===== src/rtl/irq_agg_pkg.sv =====
package irq_agg_pkg;
  localparam int NUM_AREAS    = 4;
  localparam int AREA_LINKPHY = 0;
  localparam int AREA_ISO_TX  = 1;
  localparam int AREA_ISO_RX  = 2;
  localparam int AREA_ASYNC   = 3;
  localparam int STAT_BASE    = 0;
  localparam int EN_BASE      = NUM_AREAS;
  localparam int SUMMARY_ADDR = 2 * NUM_AREAS;
endpackage


===== src/rtl/irq_rst_sync.sv =====
module irq_rst_sync (
  input  logic clk,
  input  logic arst_n,
  output logic rst_n_o
);
  logic meta_q;
  logic sync_q;

  always_ff @(posedge clk or negedge arst_n) begin
    if (!arst_n) begin
      meta_q <= 1'b0;
      sync_q <= 1'b0;
    end else begin
      meta_q <= 1'b1;
      sync_q <= meta_q;
    end
  end

  assign rst_n_o = sync_q;
endmodule


===== src/rtl/irq_area_reg.sv =====
module irq_area_reg #(
  parameter int W = 8
) (
  input  logic         clk,
  input  logic         rst_n,
  input  logic [W-1:0] evt_i,
  input  logic [W-1:0] clr_i,
  input  logic         en_we_i,
  input  logic [W-1:0] en_wdata_i,
  output logic [W-1:0] status_o,
  output logic [W-1:0] enable_o,
  output logic         req_o
);
  logic [W-1:0] status_q, status_d;
  logic [W-1:0] enable_q, enable_d;
  logic         status_ce;

  // event has priority over clear
  always_comb begin
    status_ce = (|evt_i) | (|clr_i);
    status_d  = (status_q & ~clr_i) | evt_i;
    enable_d  = en_wdata_i;
  end

  always_ff @(posedge clk or negedge rst_n) begin
    if (!rst_n) begin
      status_q <= '0;
      enable_q <= '0;
    end else begin
      if (status_ce) status_q <= status_d;
      if (en_we_i)   enable_q <= enable_d;
    end
  end

  assign status_o = status_q;
  assign enable_o = enable_q;
  assign req_o    = |(status_q & enable_q);

  p_evt_sets_r2: assert property (@(posedge clk) disable iff (!rst_n)
    (evt_i != '0) |=> ((status_o & $past(evt_i)) == $past(evt_i)));

  p_w1c_clears_r3: assert property (@(posedge clk) disable iff (!rst_n)
    ((clr_i & ~evt_i) != '0) |=> ((status_o & $past(clr_i & ~evt_i)) == '0));

  p_idle_holds_r3: assert property (@(posedge clk) disable iff (!rst_n)
    ((clr_i == '0) && (evt_i == '0)) |=> $stable(status_o));

  p_en_holds_r5: assert property (@(posedge clk) disable iff (!rst_n)
    !en_we_i |=> $stable(enable_o));
endmodule


===== src/rtl/irq_host_port.sv =====
module irq_host_port
  import irq_agg_pkg::*;
#(
  parameter int NA     = NUM_AREAS,
  parameter int W      = 8,
  parameter int ADDR_W = 4
) (
  input  logic            clk,
  input  logic            rst_n,
  input  logic            wr_en_i,
  input  logic            rd_en_i,
  input  logic [ADDR_W-1:0] addr_i,
  input  logic [W-1:0]    wdata_i,
  input  logic [NA*W-1:0] status_all_i,
  input  logic [NA*W-1:0] enable_all_i,
  input  logic [NA-1:0]   req_i,
  output logic [NA*W-1:0] clr_all_o,
  output logic [NA-1:0]   en_we_o,
  output logic [W-1:0]    rdata_o,
  output logic            rd_valid_o
);
  localparam logic [ADDR_W-1:0] SUM_A = ADDR_W'(SUMMARY_ADDR);

  logic [W-1:0] rd_mux;
  logic [W-1:0] rdata_q;
  logic         rd_valid_q;

  for (genvar a = 0; a < NA; a++) begin : g_dec
    localparam logic [ADDR_W-1:0] ST_A = ADDR_W'(STAT_BASE + a);
    localparam logic [ADDR_W-1:0] EN_A = ADDR_W'(EN_BASE + a);
    assign clr_all_o[a*W +: W] = (wr_en_i && addr_i == ST_A) ? wdata_i : '0;
    assign en_we_o[a]          = wr_en_i && (addr_i == EN_A);
  end

  always_comb begin
    rd_mux = '0;
    for (int a = 0; a < NA; a++) begin
      if (addr_i == ADDR_W'(STAT_BASE + a)) rd_mux = status_all_i[a*W +: W];
      if (addr_i == ADDR_W'(EN_BASE + a))   rd_mux = enable_all_i[a*W +: W];
    end
    if (addr_i == SUM_A) rd_mux = W'(req_i);
  end

  always_ff @(posedge clk or negedge rst_n) begin
    if (!rst_n) begin
      rdata_q    <= '0;
      rd_valid_q <= 1'b0;
    end else begin
      rd_valid_q <= rd_en_i;
      if (rd_en_i) rdata_q <= rd_mux;
    end
  end

  assign rdata_o    = rdata_q;
  assign rd_valid_o = rd_valid_q;

  p_summary_ro_r8: assert property (@(posedge clk) disable iff (!rst_n)
    (wr_en_i && addr_i == SUM_A) |-> ((clr_all_o == '0) && (en_we_o == '0)));

  p_one_enable_target_r5: assert property (@(posedge clk) disable iff (!rst_n)
    $onehot0(en_we_o));
endmodule


===== src/rtl/irq_aggregator.sv =====
module irq_aggregator
  import irq_agg_pkg::*;
#(
  parameter int AREA_W = 8,
  parameter int ADDR_W = 4
) (
  input  logic                       clk,
  input  logic                       rst_n,
  input  logic [NUM_AREAS*AREA_W-1:0] evt_i,
  input  logic                       wr_en_i,
  input  logic                       rd_en_i,
  input  logic [ADDR_W-1:0]          addr_i,
  input  logic [AREA_W-1:0]          wdata_i,
  output logic [AREA_W-1:0]          rdata_o,
  output logic                       rd_valid_o,
  output logic                       irq_n_o
);
  localparam int TOT_W = NUM_AREAS * AREA_W;

  logic             rst_sync_n;
  logic [TOT_W-1:0] stat_all;
  logic [TOT_W-1:0] en_all;
  logic [TOT_W-1:0] clr_all;
  logic [NUM_AREAS-1:0] en_we;
  logic [NUM_AREAS-1:0] area_req;

  irq_rst_sync u_rst_sync (
    .clk     (clk),
    .arst_n  (rst_n),
    .rst_n_o (rst_sync_n)
  );

  for (genvar a = 0; a < NUM_AREAS; a++) begin : g_area
    irq_area_reg #(.W(AREA_W)) u_area (
      .clk        (clk),
      .rst_n      (rst_sync_n),
      .evt_i      (evt_i[a*AREA_W +: AREA_W]),
      .clr_i      (clr_all[a*AREA_W +: AREA_W]),
      .en_we_i    (en_we[a]),
      .en_wdata_i (wdata_i),
      .status_o   (stat_all[a*AREA_W +: AREA_W]),
      .enable_o   (en_all[a*AREA_W +: AREA_W]),
      .req_o      (area_req[a])
    );
  end

  irq_host_port #(.NA(NUM_AREAS), .W(AREA_W), .ADDR_W(ADDR_W)) u_port (
    .clk          (clk),
    .rst_n        (rst_sync_n),
    .wr_en_i      (wr_en_i),
    .rd_en_i      (rd_en_i),
    .addr_i       (addr_i),
    .wdata_i      (wdata_i),
    .status_all_i (stat_all),
    .enable_all_i (en_all),
    .req_i        (area_req),
    .clr_all_o    (clr_all),
    .en_we_o      (en_we),
    .rdata_o      (rdata_o),
    .rd_valid_o   (rd_valid_o)
  );

  assign irq_n_o = ~(|area_req);

  p_irq_matches_r6: assert property (@(posedge clk) disable iff (!rst_sync_n)
    irq_n_o == ((stat_all & en_all) == '0));

  p_irq_idle_in_reset_r1: assert property (@(posedge clk)
    !rst_sync_n |-> irq_n_o);
endmodule


===== config.mk =====
export PLATFORM = sky130hd
export DESIGN_NAME = irq_aggregator
export DESIGN_NICKNAME = d
export VERILOG_FILES = /design/src/rtl/irq_agg_pkg.sv /design/src/rtl/irq_rst_sync.sv /design/src/rtl/irq_area_reg.sv /design/src/rtl/irq_host_port.sv /design/src/rtl/irq_aggregator.sv
export SDC_FILE = /design/constraint.sdc
export NUM_CORES = 1
export LEC_CHECK = 0
export BUFFER_PORTS_ARGS = -buffer_cell sky130_fd_sc_hd__buf_2
export CORE_MARGIN = 2
export CORE_UTILIZATION = 60
export DETAILED_ROUTE_END_ITERATION = 10
export GPL_TIMING_DRIVEN = 0
export PLACE_DENSITY = 0.85
export SYNTH_ARGS = -nofsm -noshare
export SYNTH_HDL_FRONTEND = slang
export SYNTH_SLANG_ARGS = --single-unit

===== constraint.sdc =====
create_clock -name clk -period 3.6 [get_ports clk]
set_clock_uncertainty 0.15 [all_clocks]
set_input_delay 0.54 -clock clk [delete_from_list [all_inputs] [get_ports clk]]
set_output_delay 0.54 -clock clk [all_outputs]
set_load 0.01 [all_outputs]

==> impl_results.html <==
<table>
<tr><th>Metric</th><th>Value</th></tr>
<tr><th colspan="2">Layout</th></tr>
<tr><td>Fraction of final layout cells with drive strength greater than 1</td><td>30.5%</td></tr>
<tr><td>Fill cells</td><td>around 430</td></tr>
<tr><td>Footprint of the flip-flops and latches</td><td>1880 sq um</td></tr>
<tr><td>Net total in the final layout</td><td>446</td></tr>
<tr><td>Post-layout instance count excluding filler cells</td><td>478</td></tr>
<tr><td>Area grow syn2layout</td><td>15.3%</td></tr>
<tr><td>Area of the multi-input gates</td><td>1640 sq um</td></tr>
<tr><td>Antenna cells</td><td>0</td></tr>
<tr><th colspan="2">Pwr</th></tr>
<tr><td>Cell-internal power</td><td>1380 uW</td></tr>
<tr><td>Clock power share</td><td>29.3%</td></tr>
<tr><td>Proportion of power drawn by combinational gates</td><td>roughly 16%</td></tr>
<tr><td>Peak VDD IR</td><td>approximately 0.39 mV</td></tr>
<tr><td>P_leak</td><td>0.00172 uW</td></tr>
<tr><td>Net switching power of the design</td><td>about 540 uW</td></tr>
<tr><td>Sw Ratio</td><td>between 20% and 30%</td></tr>
<tr><td>Sequential Power Share</td><td>54.4%</td></tr>
<tr><td>Power density normalized to cell area</td><td>~460 nW/um^2</td></tr>
<tr><th colspan="2">Synth</th></tr>
<tr><td>Library cell with the highest instance count after synthesis</td><td>sky130_fd_sc_hd__dfrtp_1</td></tr>
<tr><td>Nets in the synthesized netlist</td><td>approximately 380</td></tr>
<tr><td>Sequential cell area fraction in the yosys report</td><td>52.1%</td></tr>
<tr><td>Count of distinct cell types in the synthesized netlist</td><td>38</td></tr>
<tr><td>Synth Instances</td><td>330</td></tr>
<tr><td>Proportion of netlist area held by the largest area contributor</td><td>52.1%</td></tr>
<tr><td>Top cell types by occurrence after synthesis</td><td>sky130_fd_sc_hd__dfrtp_1 (75), sky130_fd_sc_hd__nand2_1 (42), sky130_fd_sc_hd__mux2_2 (35), sky130_fd_sc_hd__a21o_1 (33), sky130_fd_sc_hd__nor2_1 (21)</td></tr>
<tr><td>Flip-flop and latch count after synthesis</td><td>75</td></tr>
<tr><td>Share of async-settable or async-resettable flops after synthesis</td><td>100%</td></tr>
<tr><td>Primary flip-flop cell chosen by synthesis mapping</td><td>sky130_fd_sc_hd__dfrtp_1</td></tr>
<tr><td>Post-synth design cell area</td><td>between 3000 and 4000 sq um</td></tr>
<tr><td>Number of warnings issued by yosys</td><td>0</td></tr>
<tr><td>Synthesized area per cell</td><td>10.9 sq um</td></tr>
<tr><td>Most area-hungry cell type in the Yosys netlist</td><td>sky130_fd_sc_hd__dfrtp_1</td></tr>
<tr><td>Synth top area cells</td><td>sky130_fd_sc_hd__dfrtp_1 (52%), sky130_fd_sc_hd__mux2_2 (11%), sky130_fd_sc_hd__a21o_1 (6.9%)</td></tr>
<tr><td>Number of synthesized flops with an enable pin</td><td>0</td></tr>
<tr><th colspan="2">Floorplanning</th></tr>
<tr><td>Horizontal die dimension</td><td>81.5 microns</td></tr>
<tr><td>CORE AREA</td><td>5850 sq um</td></tr>
<tr><td>Die footprint</td><td>6640 sq um</td></tr>
<tr><td>Top-Level Pins</td><td>a little under 60</td></tr>
<tr><td>Initial cell density of the core</td><td>61.6%</td></tr>
<tr><td>Cell row count</td><td>28</td></tr>
<tr><td>Die extent in y</td><td>between 80 and 90 microns</td></tr>
<tr><th colspan="2">STA</th></tr>
<tr><td>Max-slew headroom at the worst pin</td><td>38.5%</td></tr>
<tr><td>Final critical delay including setup and external delays</td><td>2410 ps</td></tr>
<tr><td>Setup_tns</td><td>0 ps</td></tr>
<tr><td>Fmax</td><td>between 400 and 500 MHz</td></tr>
<tr><td>Final Cycle Share</td><td>roughly two thirds</td></tr>
<tr><td>Number of max-slew violations in the final report</td><td>0</td></tr>
<tr><td>Final-report hold violation count</td><td>0</td></tr>
<tr><td>Final setup violation count</td><td>0</td></tr>
<tr><td>Slew @ Worst Pin</td><td>922 ps</td></tr>
<tr><td>RSZ-0062 raised after global routing</td><td>false</td></tr>
<tr><th colspan="2">CTS</th></tr>
<tr><td>Insertion delay of the later-clocked pin in the worst-skew pair</td><td>350 ps</td></tr>
<tr><td>Deepest level of the CTS H-tree</td><td>3</td></tr>
<tr><td>Root buffer cell</td><td>sky130_fd_sc_hd__clkbuf_8</td></tr>
<tr><td>Quantity of gates resized following cts</td><td>0</td></tr>
<tr><td>Clock transition at the register clock pins on the worst setup and hold paths after CTS</td><td>80 ps</td></tr>
<tr><td>CTS Buf Count</td><td>9</td></tr>
<tr><td>Total clock sinks</td><td>75</td></tr>
<tr><td>CTS Buffer Depth</td><td>2</td></tr>
<tr><td>CTS tree</td><td>yes</td></tr>
<tr><th colspan="2">Global route</th></tr>
<tr><td>Maximum number of pins on one net before global-route repair</td><td>74</td></tr>
<tr><td>Via count of the first global-routing pass</td><td>2727</td></tr>
<tr><td>Number of antenna violations at the first check in global routing</td><td>0</td></tr>
<tr><td>Global-route wire length before repair</td><td>~15 mm</td></tr>
<tr><td>Global route total overflow</td><td>0</td></tr>
<tr><td>Total track usage</td><td>30.9%</td></tr>
<tr><th colspan="2">Place</th></tr>
<tr><td>HPWL after DPL</td><td>about 6.6 mm</td></tr>
<tr><td>Count of port buffers added during placement</td><td>56</td></tr>
<tr><td>Dpl cells</td><td>461</td></tr>
<tr><td>Gp weighted congestion</td><td>0.938</td></tr>
<tr><th colspan="2">Setup path</th></tr>
<tr><td>Worst setup path class</td><td>reg2out</td></tr>
<tr><td>Flop2flop setup slack</td><td>1780 ps</td></tr>
<tr><td>Critical path data required time</td><td>2910 ps</td></tr>
<tr><td>Biggest fanout along the worst timing path</td><td>3</td></tr>
<tr><td>CP Capture Type</td><td>output port</td></tr>
<tr><td>CP arrival</td><td>1720 ps</td></tr>
<tr><td>Crit path launch type</td><td>register</td></tr>
<tr><th colspan="2">Detailed routing</th></tr>
<tr><td>Post-detailed-route via-to-cell ratio</td><td>roughly 6.2</td></tr>
<tr><td>DRC violation count after routing</td><td>0</td></tr>
<tr><td>DRT iter0 DRCs</td><td>249</td></tr>
<tr><td>Final WL</td><td>around 9.4 mm</td></tr>
<tr><td>DRT antenna net count</td><td>0</td></tr>
<tr><td>Routed wire per std cell</td><td>19.6 microns</td></tr>
<tr><td>Count of vias placed by the detailed router</td><td>between 2000 and 3000</td></tr>
<tr><td>First-pass detailed-route iteration total</td><td>5</td></tr>
<tr><th colspan="2">Run status</th></tr>
<tr><td>Status</td><td>finished clean</td></tr>
<tr><th colspan="2">Run</th></tr>
<tr><td>Max-cap violations</td><td>0</td></tr>
<tr><th colspan="2">Worst hold path</th></tr>
<tr><td>Path class of the lowest-slack min-delay path</td><td>in2reg</td></tr>
</table>
==> stage by stage <==
stage	hold WS [ps]	setup slack [ps]	util (%)	power, uW	area, sq um
after floorplan	94.4	1210	-	1230	3600
after global placement	175	524	68.0	1350	3980
after detailed placement	176	1210	68.0	1360	3980
after CTS	166	1240	71.0	1920	4160
after global routing	157	1140	71.0	2000	4160
final	170	1190	71.0	1910	4160
==> kinds of logic (layout without fill, tap and decap cells) <==
family	after synthesis	count (layout)	synth area share, %
mux	43	43	14.2
flops	75	75	52.1
compound gates	102	102	18.8
other cells	1	1	0.104
simple gates	91	91	12.3
buf+inv	18	91	2.43
==> area by class of cell <==
class                           count  share of cell area [%]
Sequential cell                    75                    45.3
Multi-Input combinational cell    237                    39.4
Timing Repair Buffer               57                    6.99
Clock buffer                       13                    3.58
Tap cell                           75                    2.26
Buffer                             13                    1.66
Inverter                            5                   0.452
Clock inverter                      3                   0.361
==> critical path, stage by stage (launching register included) <==
cell	delay, ps
sky130_fd_sc_hd__dfrtp_1	430
sky130_fd_sc_hd__a22oi_1	200
sky130_fd_sc_hd__nand4_1	260
sky130_fd_sc_hd__nor4_1	290
sky130_fd_sc_hd__buf_2	190
==> cells in the final DEF (no fill, tap or decap), drive strengths merged, types with 2 or more instances in the layout <==
cell and n:
a21o 33, a21oi 15, a22oi 16, a31oi 6, buf 65, clkbuf 17
clkinv 3, dfrtp 75, inv 5, mux2 36, mux2i 4, mux4 3
nand2 43, nand2b 4, nand4 4, nand4b 4, nor2 23, nor2b 6
o211ai 2, o21ai 19, o22ai 5, o32a 3
==> metal layers <==
metal	GRT usage, %	up-vias	part of all wire (%)
met5	0	-	0
met4	13.7	0	2.8
met3	5.82	18	7.7
met2	45.7	137	46
met1	44.4	1465	44
li1	-	1342	-
==> power groups by stage <==
stage | clock, uW | combinational (uW) | sequential [uW]
after CTS | 571 | 309 | 1040
after floorplan | 0 | 205 | 1030
after global routing | 602 | 340 | 1060
final | 560 | 312 | 1040
after detailed placement | 0 | 305 | 1050
after global placement | 0 | 300 | 1050
==> worst paths after layout <==
kind	start	end	depth (start not counted)
min reg2reg	u_rst_sync.meta_q	u_rst_sync.rst_n_o	0
max reg2reg	g_area[1].u_area.enable_o[4]	u_port.rdata_o[4]	4
max in group asynchronous	u_rst_sync.rst_n_o	g_area[3].u_area.enable_o[5]	0
max	g_area[1].u_area.status_o[5]	irq_n_o	4
min in group asynchronous	u_rst_sync.rst_n_o	g_area[1].u_area.status_o[0]	0
min	rd_en_i	u_port.rd_valid_o	1
==> timing repair <==
| item | CTS | global route |
|---|---|---|
| hold buffers | 1 | 0 |
| hold endpoints to repair | 2 | 0 |
| buffers inserted | 0 | 0 |
==> sequential cells by signal, summed over array words and instances (netlist names) <==
register / count
g_area.u_area.enable_o: 32
u_port.rdata_o: 8
g_area.u_area.status_o: 32
u_rst_sync.rst_n_o: 1
u_port.rd_valid_o: 1
u_rst_sync.meta_q: 1
No activity file was read; power rests on OpenSTA's default activity.
